## config.mk

```make
export PLATFORM = sky130hd
export DESIGN_NAME = sec_rtc
export DESIGN_NICKNAME = d
export VERILOG_FILES = /design/src/rtl/rtc_pkg.sv /design/src/rtl/rtc_byte_reg.sv /design/src/rtl/rtc_counter.sv /design/src/rtl/rtc_ctrl_regs.sv /design/src/rtl/rtc_alarm_cmp.sv /design/src/rtl/sec_rtc.sv
export SDC_FILE = /design/constraint.sdc
export NUM_CORES = 1
export LEC_CHECK = 0
export CORE_ASPECT_RATIO = 0.6
export CORE_MARGIN = 3
export CORE_UTILIZATION = 30
export CTS_BUF_LIST = sky130_fd_sc_hd__clkbuf_2 sky130_fd_sc_hd__clkbuf_4 sky130_fd_sc_hd__clkbuf_8
export CTS_CLUSTER_DIAMETER = 50
export DETAILED_ROUTE_END_ITERATION = 10
export GPL_TIMING_DRIVEN = 1
export HOLD_SLACK_MARGIN = 0.02
export SETUP_SLACK_MARGIN = 0.4
export SYNTH_ARGS = -nofsm -noshare
export SYNTH_HDL_FRONTEND = slang
export SYNTH_SLANG_ARGS = --single-unit
```

## constraint.sdc

```tcl
create_clock -name clk_i -period 3.1 [get_ports clk_i]
set_input_delay 0.31 -clock clk_i [delete_from_list [all_inputs] [get_ports clk_i]]
set_output_delay 0.31 -clock clk_i [all_outputs]
set_load 0.02 [all_outputs]
```

## src/rtl/rtc_pkg.sv

```systemverilog
package rtc_pkg;
  localparam int unsigned OFS_CTRL    = 0;
  localparam int unsigned OFS_ACTL    = 1;
  localparam int unsigned OFS_TW_BASE = 2;
  localparam int unsigned RUN_BIT     = 7;
  localparam int unsigned AEN_BIT     = 1;
  localparam int unsigned STAT_BIT    = 0;
endpackage

```

## src/rtl/rtc_byte_reg.sv

```systemverilog
module rtc_byte_reg #(
  parameter int unsigned N_BYTES = 3,
  parameter int unsigned DATA_W  = 8
) (
  input  logic                      clk_i,
  input  logic                      rst_ni,
  input  logic [N_BYTES-1:0]        we_i,
  input  logic [DATA_W-1:0]         wdata_i,
  output logic [N_BYTES*DATA_W-1:0] q_o
);
  for (genvar g = 0; g < N_BYTES; g++) begin : g_byte
    logic [DATA_W-1:0] byte_q;
    always_ff @(posedge clk_i or negedge rst_ni) begin
      if (!rst_ni)      byte_q <= '0;
      else if (we_i[g]) byte_q <= wdata_i;
    end
    assign q_o[g*DATA_W +: DATA_W] = byte_q;
  end
endmodule

```

## src/rtl/rtc_counter.sv

```systemverilog
module rtc_counter #(
  parameter int unsigned CNT_W = 32
) (
  input  logic             clk_i,
  input  logic             rst_ni,
  input  logic             run_i,
  input  logic             tick_i,
  input  logic             load_i,
  input  logic [CNT_W-1:0] load_val_i,
  output logic [CNT_W-1:0] count_o
);
  logic [CNT_W-1:0] count_q;

  // load wins over tick
  always_ff @(posedge clk_i or negedge rst_ni) begin
    if (!rst_ni)              count_q <= '0;
    else if (load_i)          count_q <= load_val_i;
    else if (run_i && tick_i) count_q <= count_q + CNT_W'(1);
  end

  assign count_o = count_q;
endmodule

```

## src/rtl/rtc_ctrl_regs.sv

```systemverilog
module rtc_ctrl_regs (
  input  logic clk_i,
  input  logic rst_ni,
  input  logic wr_ctrl_i,
  input  logic wr_actl_i,
  input  logic run_d_i,
  input  logic aen_d_i,
  input  logic stat_d_i,
  input  logic hit_i,
  output logic run_o,
  output logic aen_o,
  output logic stat_o
);
  logic run_q, aen_q, stat_q;

  always_ff @(posedge clk_i or negedge rst_ni) begin
    if (!rst_ni) begin
      run_q <= 1'b0;
      aen_q <= 1'b0;
    end else if (wr_ctrl_i) begin
      run_q <= run_d_i;
      aen_q <= aen_d_i;
    end
  end

  // match sets; software can only clear
  always_ff @(posedge clk_i or negedge rst_ni) begin
    if (!rst_ni)                     stat_q <= 1'b0;
    else if (hit_i)                  stat_q <= 1'b1;
    else if (wr_actl_i && !stat_d_i) stat_q <= 1'b0;
  end

  assign run_o  = run_q;
  assign aen_o  = aen_q;
  assign stat_o = stat_q;
endmodule

```

## src/rtl/rtc_alarm_cmp.sv

```systemverilog
module rtc_alarm_cmp #(
  parameter int unsigned CNT_W = 32
) (
  input  logic             aen_i,
  input  logic [CNT_W-1:0] count_i,
  input  logic [CNT_W-1:0] alarm_i,
  output logic             hit_o
);
  assign hit_o = aen_i && (count_i == alarm_i);
endmodule

```

## src/rtl/sec_rtc.sv

```systemverilog
module sec_rtc
  import rtc_pkg::*;
#(
  parameter int unsigned DATA_W  = 8,
  parameter int unsigned N_BYTES = 4,
  parameter int unsigned ADDR_W  = 4
) (
  input  logic              clk_i,
  input  logic              rst_ni,
  input  logic              we_i,
  input  logic [ADDR_W-1:0] addr_i,
  input  logic [DATA_W-1:0] wdata_i,
  output logic [DATA_W-1:0] rdata_o,
  input  logic              tick_i,
  output logic              irq_o
);
  localparam int unsigned CNT_W   = DATA_W * N_BYTES;
  localparam int unsigned TW_BASE = OFS_TW_BASE;
  localparam int unsigned TR_BASE = TW_BASE + N_BYTES;
  localparam int unsigned AL_BASE = TR_BASE + N_BYTES;
  localparam int unsigned N_REGS  = AL_BASE + N_BYTES;

  initial begin
    if (N_REGS > (1 << ADDR_W)) $error("ADDR_W too small for register map");
    if (DATA_W <= RUN_BIT)      $error("DATA_W too small for control bits");
  end

  logic [N_BYTES-2:0]          st_we;
  logic [N_BYTES-1:0]          al_we;
  logic [(N_BYTES-1)*DATA_W-1:0] stage_q;
  logic [CNT_W-1:0]            count_q;
  logic [CNT_W-1:0]            alarm_q;
  logic                        load;
  logic                        wr_ctrl, wr_actl;
  logic                        run_en, alm_en, stat_q, hit;
  logic [DATA_W-1:0]           rdata;

  // write decode
  assign load    = we_i && (addr_i == ADDR_W'(TW_BASE));
  assign wr_ctrl = we_i && (addr_i == ADDR_W'(OFS_CTRL));
  assign wr_actl = we_i && (addr_i == ADDR_W'(OFS_ACTL));

  for (genvar g = 1; g < N_BYTES; g++) begin : g_st_we
    assign st_we[g-1] = we_i && (addr_i == ADDR_W'(TW_BASE + g));
  end

  for (genvar g = 0; g < N_BYTES; g++) begin : g_al_we
    assign al_we[g] = we_i && (addr_i == ADDR_W'(AL_BASE + g));
  end

  rtc_byte_reg #(.N_BYTES(N_BYTES-1), .DATA_W(DATA_W)) u_stage (
    .clk_i   (clk_i),
    .rst_ni  (rst_ni),
    .we_i    (st_we),
    .wdata_i (wdata_i),
    .q_o     (stage_q)
  );

  rtc_byte_reg #(.N_BYTES(N_BYTES), .DATA_W(DATA_W)) u_alarm (
    .clk_i   (clk_i),
    .rst_ni  (rst_ni),
    .we_i    (al_we),
    .wdata_i (wdata_i),
    .q_o     (alarm_q)
  );

  rtc_counter #(.CNT_W(CNT_W)) u_cnt (
    .clk_i      (clk_i),
    .rst_ni     (rst_ni),
    .run_i      (run_en),
    .tick_i     (tick_i),
    .load_i     (load),
    .load_val_i ({stage_q, wdata_i}),
    .count_o    (count_q)
  );

  rtc_alarm_cmp #(.CNT_W(CNT_W)) u_cmp (
    .aen_i   (alm_en),
    .count_i (count_q),
    .alarm_i (alarm_q),
    .hit_o   (hit)
  );

  rtc_ctrl_regs u_ctrl (
    .clk_i     (clk_i),
    .rst_ni    (rst_ni),
    .wr_ctrl_i (wr_ctrl),
    .wr_actl_i (wr_actl),
    .run_d_i   (wdata_i[RUN_BIT]),
    .aen_d_i   (wdata_i[AEN_BIT]),
    .stat_d_i  (wdata_i[STAT_BIT]),
    .hit_i     (hit),
    .run_o     (run_en),
    .aen_o     (alm_en),
    .stat_o    (stat_q)
  );

  // read mux: live count, no snapshot
  always_comb begin
    rdata = '0;
    if (addr_i == ADDR_W'(OFS_CTRL)) begin
      rdata[RUN_BIT] = run_en;
      rdata[AEN_BIT] = alm_en;
    end
    if (addr_i == ADDR_W'(OFS_ACTL)) rdata[STAT_BIT] = stat_q;
    for (int b = 0; b < N_BYTES; b++) begin
      if (addr_i == ADDR_W'(TR_BASE + b)) rdata = count_q[b*DATA_W +: DATA_W];
      if (addr_i == ADDR_W'(AL_BASE + b)) rdata = alarm_q[b*DATA_W +: DATA_W];
    end
  end

  assign rdata_o = rdata;
  assign irq_o   = stat_q & alm_en;
endmodule

```

==> summary.txt <==
grt met2 use: 23.0%
switching share of power: 35.7%
most frequent cells in the layout: dfrtp_1 (91), mux2_2 (59), nand2_1 (52), o21ai_0 (39), xor2_1 (35)
DR pass1 iterations: 5
clock share of power: 24.9%
internal power: 0.00243 W
Seq pwr share: 51.2%
full die area: 18600 sq um
final core utilization: 36.1%
Seq/Total Area, Yosys: 44.9%
Rel. slew slack: 48.0%
DRT Wirelength: 16300 um
CP required: 2.79 ns
ys flop type: dfrtp_1
Initial Util: 31.0%
nets: 537
Worst Hold Class: in -> async
ant diodes: 0
clock buffer count from CTS: 9
post-route ant nets: 0
Psw: 0.00135 W
vias post-DR: 4075
fin crit share: 77.9%
Clock Tree Buf Depth: 2
power density over the cells: 639 nW/um^2
Post-synth EDFFs: 0
largest net degree at the start of global routing: 49
DRC viols: 0
most crowded layer after global routing: met1
met1 Use GR: 29.1%
core area: 16400 sq um
post-synthesis cell type count: 50
Global Route Usage Sum: 18.0%
Worst setup SP type: flip-flop
Final GP Congestion: 1.01
# Max-Cap Violations: 0
R2R depth: 6
Mapped Area: 5080 sq um
Synth area leader: dfrtp_1
Area Overhead vs Synth: 16.6%
met3 GRT Util: 5.24%
Setup Buffers After CTS: 0
clk_skew: 0.0159 ns
via/cell ratio: 5.41
vias in the first global route: 3913
syn nets: 511
port bufs: 24
Routed wire per std cell: 21.6 um
setup TNS: 0 ns
IO Pins: 25
initial antenna violation count: 0
fin area: 5920 sq um
clk sinks: 91
Placed Area: 5650 sq um
Gate power share: 23.9%
Die W: 174 um
Synthesis Warnings: 0
Max IR drop VDD: 0.000216 V
most common cell after layout, fill and taps aside: dfrtp_1
leak pwr: 2.40 nW
proportion of layout cells with a drive suffix above 1: 21.7%
Critical Path AT: 2.10 ns
htree depth: 3
crit path time final: 2.41 ns
clk_lat worst skew: 0.38 ns
Max FO, Critical Path: 6
Initial DRC Count: 344
fmax: 414 MHz
Post-Syn Instances: 494
clk root buf: clkbuf_8
critical path endpoint category: primary output
ys async rst share: 100%
hold slack: 0.476 ns
outcome: completed
wire length of the first global-routing pass: 24900 um
number of fill cells: 1659
Max Slew Vio Count: 0
syn_area_per_cell: 10.3 sq um
Worst Tran Pin Value: 0.775 ns
CTS tree: yes
flops & latches, synth: 91
Die H: 107 um
Synth area leaders: dfrtp_1 (45%), mux2_2 (13%), xor2_1 (6.0%)
clock transition at the registers of the reported paths: 0.10 ns
Fin. Hold Viols: 0
RSZ-0062 raised after global routing: no
Synth top area share: 44.9%
row count: 36
Post-DP HPWL: 12100 um
total grt overflow: 0
critical path class: reg -> out
Setup violations, final: 0
-- registers in the layout (all words and copies together) (netlist names) --
signal and cells:
u_alarm.g_byte.byte_q 32, u_cnt.count_o 32, u_ctrl.aen_o 1, u_ctrl.run_o 1
u_ctrl.stat_o 1, u_stage.g_byte.byte_q 24
-- Yosys cell counts (all sizes together) (2+ instances only) --
cell and number:
o21ai 39, o22a 2, a32oi 3, and3 7
nor3 7, nor2 18, nand2b 2, nand3 21
nor4 8, clkbuf 15, and2 2, or3 4
a31oi 4, xor2 35, inv 6, nand2 52
mux2 59, nand4 19, nor2b 4, xnor2 25
o22ai 2, a22oi 6, dfrtp 91, buf 14
a21oi 19, o221ai 4, a22o 4, mux2i 8
a21o 3
-- power by group through the flow --
stage          Combinational [W]  Sequential, W  Clock [W]
2_1_floorplan           0.000699        0.00172          0
3_3_place_gp            0.000890        0.00194          0
3_5_place_dp            0.000901        0.00194          0
4_1_cts                 0.000901        0.00192   0.000969
5_1_grt                 0.000999        0.00197    0.00102
6_report                0.000903        0.00194   0.000942
-- path summary, 6_finish.rpt --
path                                                         startpoint                       endpoint  slack (ns)
min in group clk_i              u_stage.g_byte[1].byte_q[5]$_DFFE_PN0P_  u_cnt.count_o[21]$_DFFE_PN0P_        0.49
worst max register to register             u_cnt.count_o[0]$_DFFE_PN0P_  u_cnt.count_o[30]$_DFFE_PN0P_        0.81
worst max-delay path                      u_cnt.count_o[12]$_DFFE_PN0P_                     rdata_o[4]        0.69
worst min register to register  u_stage.g_byte[1].byte_q[5]$_DFFE_PN0P_  u_cnt.count_o[21]$_DFFE_PN0P_        0.49
worst min-delay path                                             rst_ni  u_cnt.count_o[10]$_DFFE_PN0P_        0.48
max in group asynchronous                                        rst_ni  u_cnt.count_o[17]$_DFFE_PN0P_        1.85
-- per-layer routing --
metal  vias to the layer above  routed length, um
li1                       1828                  -
met1                      2073               8490
met2                       158               6170
met3                        16               1410
met4                         0                189
met5                         -                  0
-- metrics by stage --
step / setup WS, ns / total power, W / std cells
detailed placement: 0.137 / 0.00284 / 736
CTS: 0.258 / 0.00379 / 753
floorplan: 1.21 / 0.00242 / 494
finish: 0.686 / 0.00378 / 753
global route: 0.563 / 0.00399 / 753
global placement: 0.111 / 0.00283 / 736
-- cell type report --
cell class,count,area (sq um),area share (%)
repair buffers,44,420,7.10
clock buffers,10,138,2.33
flip-flops and latches,91,2280,38.5
multi-input cells,368,2680,45.3
inverters,6,22.5,0.381
well taps,228,285,4.82
clock inverters,6,93.8,1.59
-- cell families after synthesis --
kind of cell	count (synthesis)	synth area share, %
buffers and inverters	35	2.96
DFF	91	44.9
and+or+nand+nor	150	16.2
adders and majority gates	1	0.246
xor gates and xnor gates	60	10.4
AOI/OAI and AO/OA	90	10.7
muxes	67	14.7
-- worst max-delay path: stages (launching register included) --
cell	delay, ns
dfrtp_1	0.50
a22o_1	0.25
a22oi_1	0.17
o22ai_1	0.12
a21o_1	0.17
clkdlybuf4s50_1	0.53
-- timing repair --
item / CTS / global route
endpoints found under the hold margin: 40 / 0
pin swaps: 0 / 0
setup endpoints to repair: 8 / 6
gates resized for setup: 9 / 11
hold buffers: 1 / 0
No activity file was read; power rests on OpenSTA's default activity.
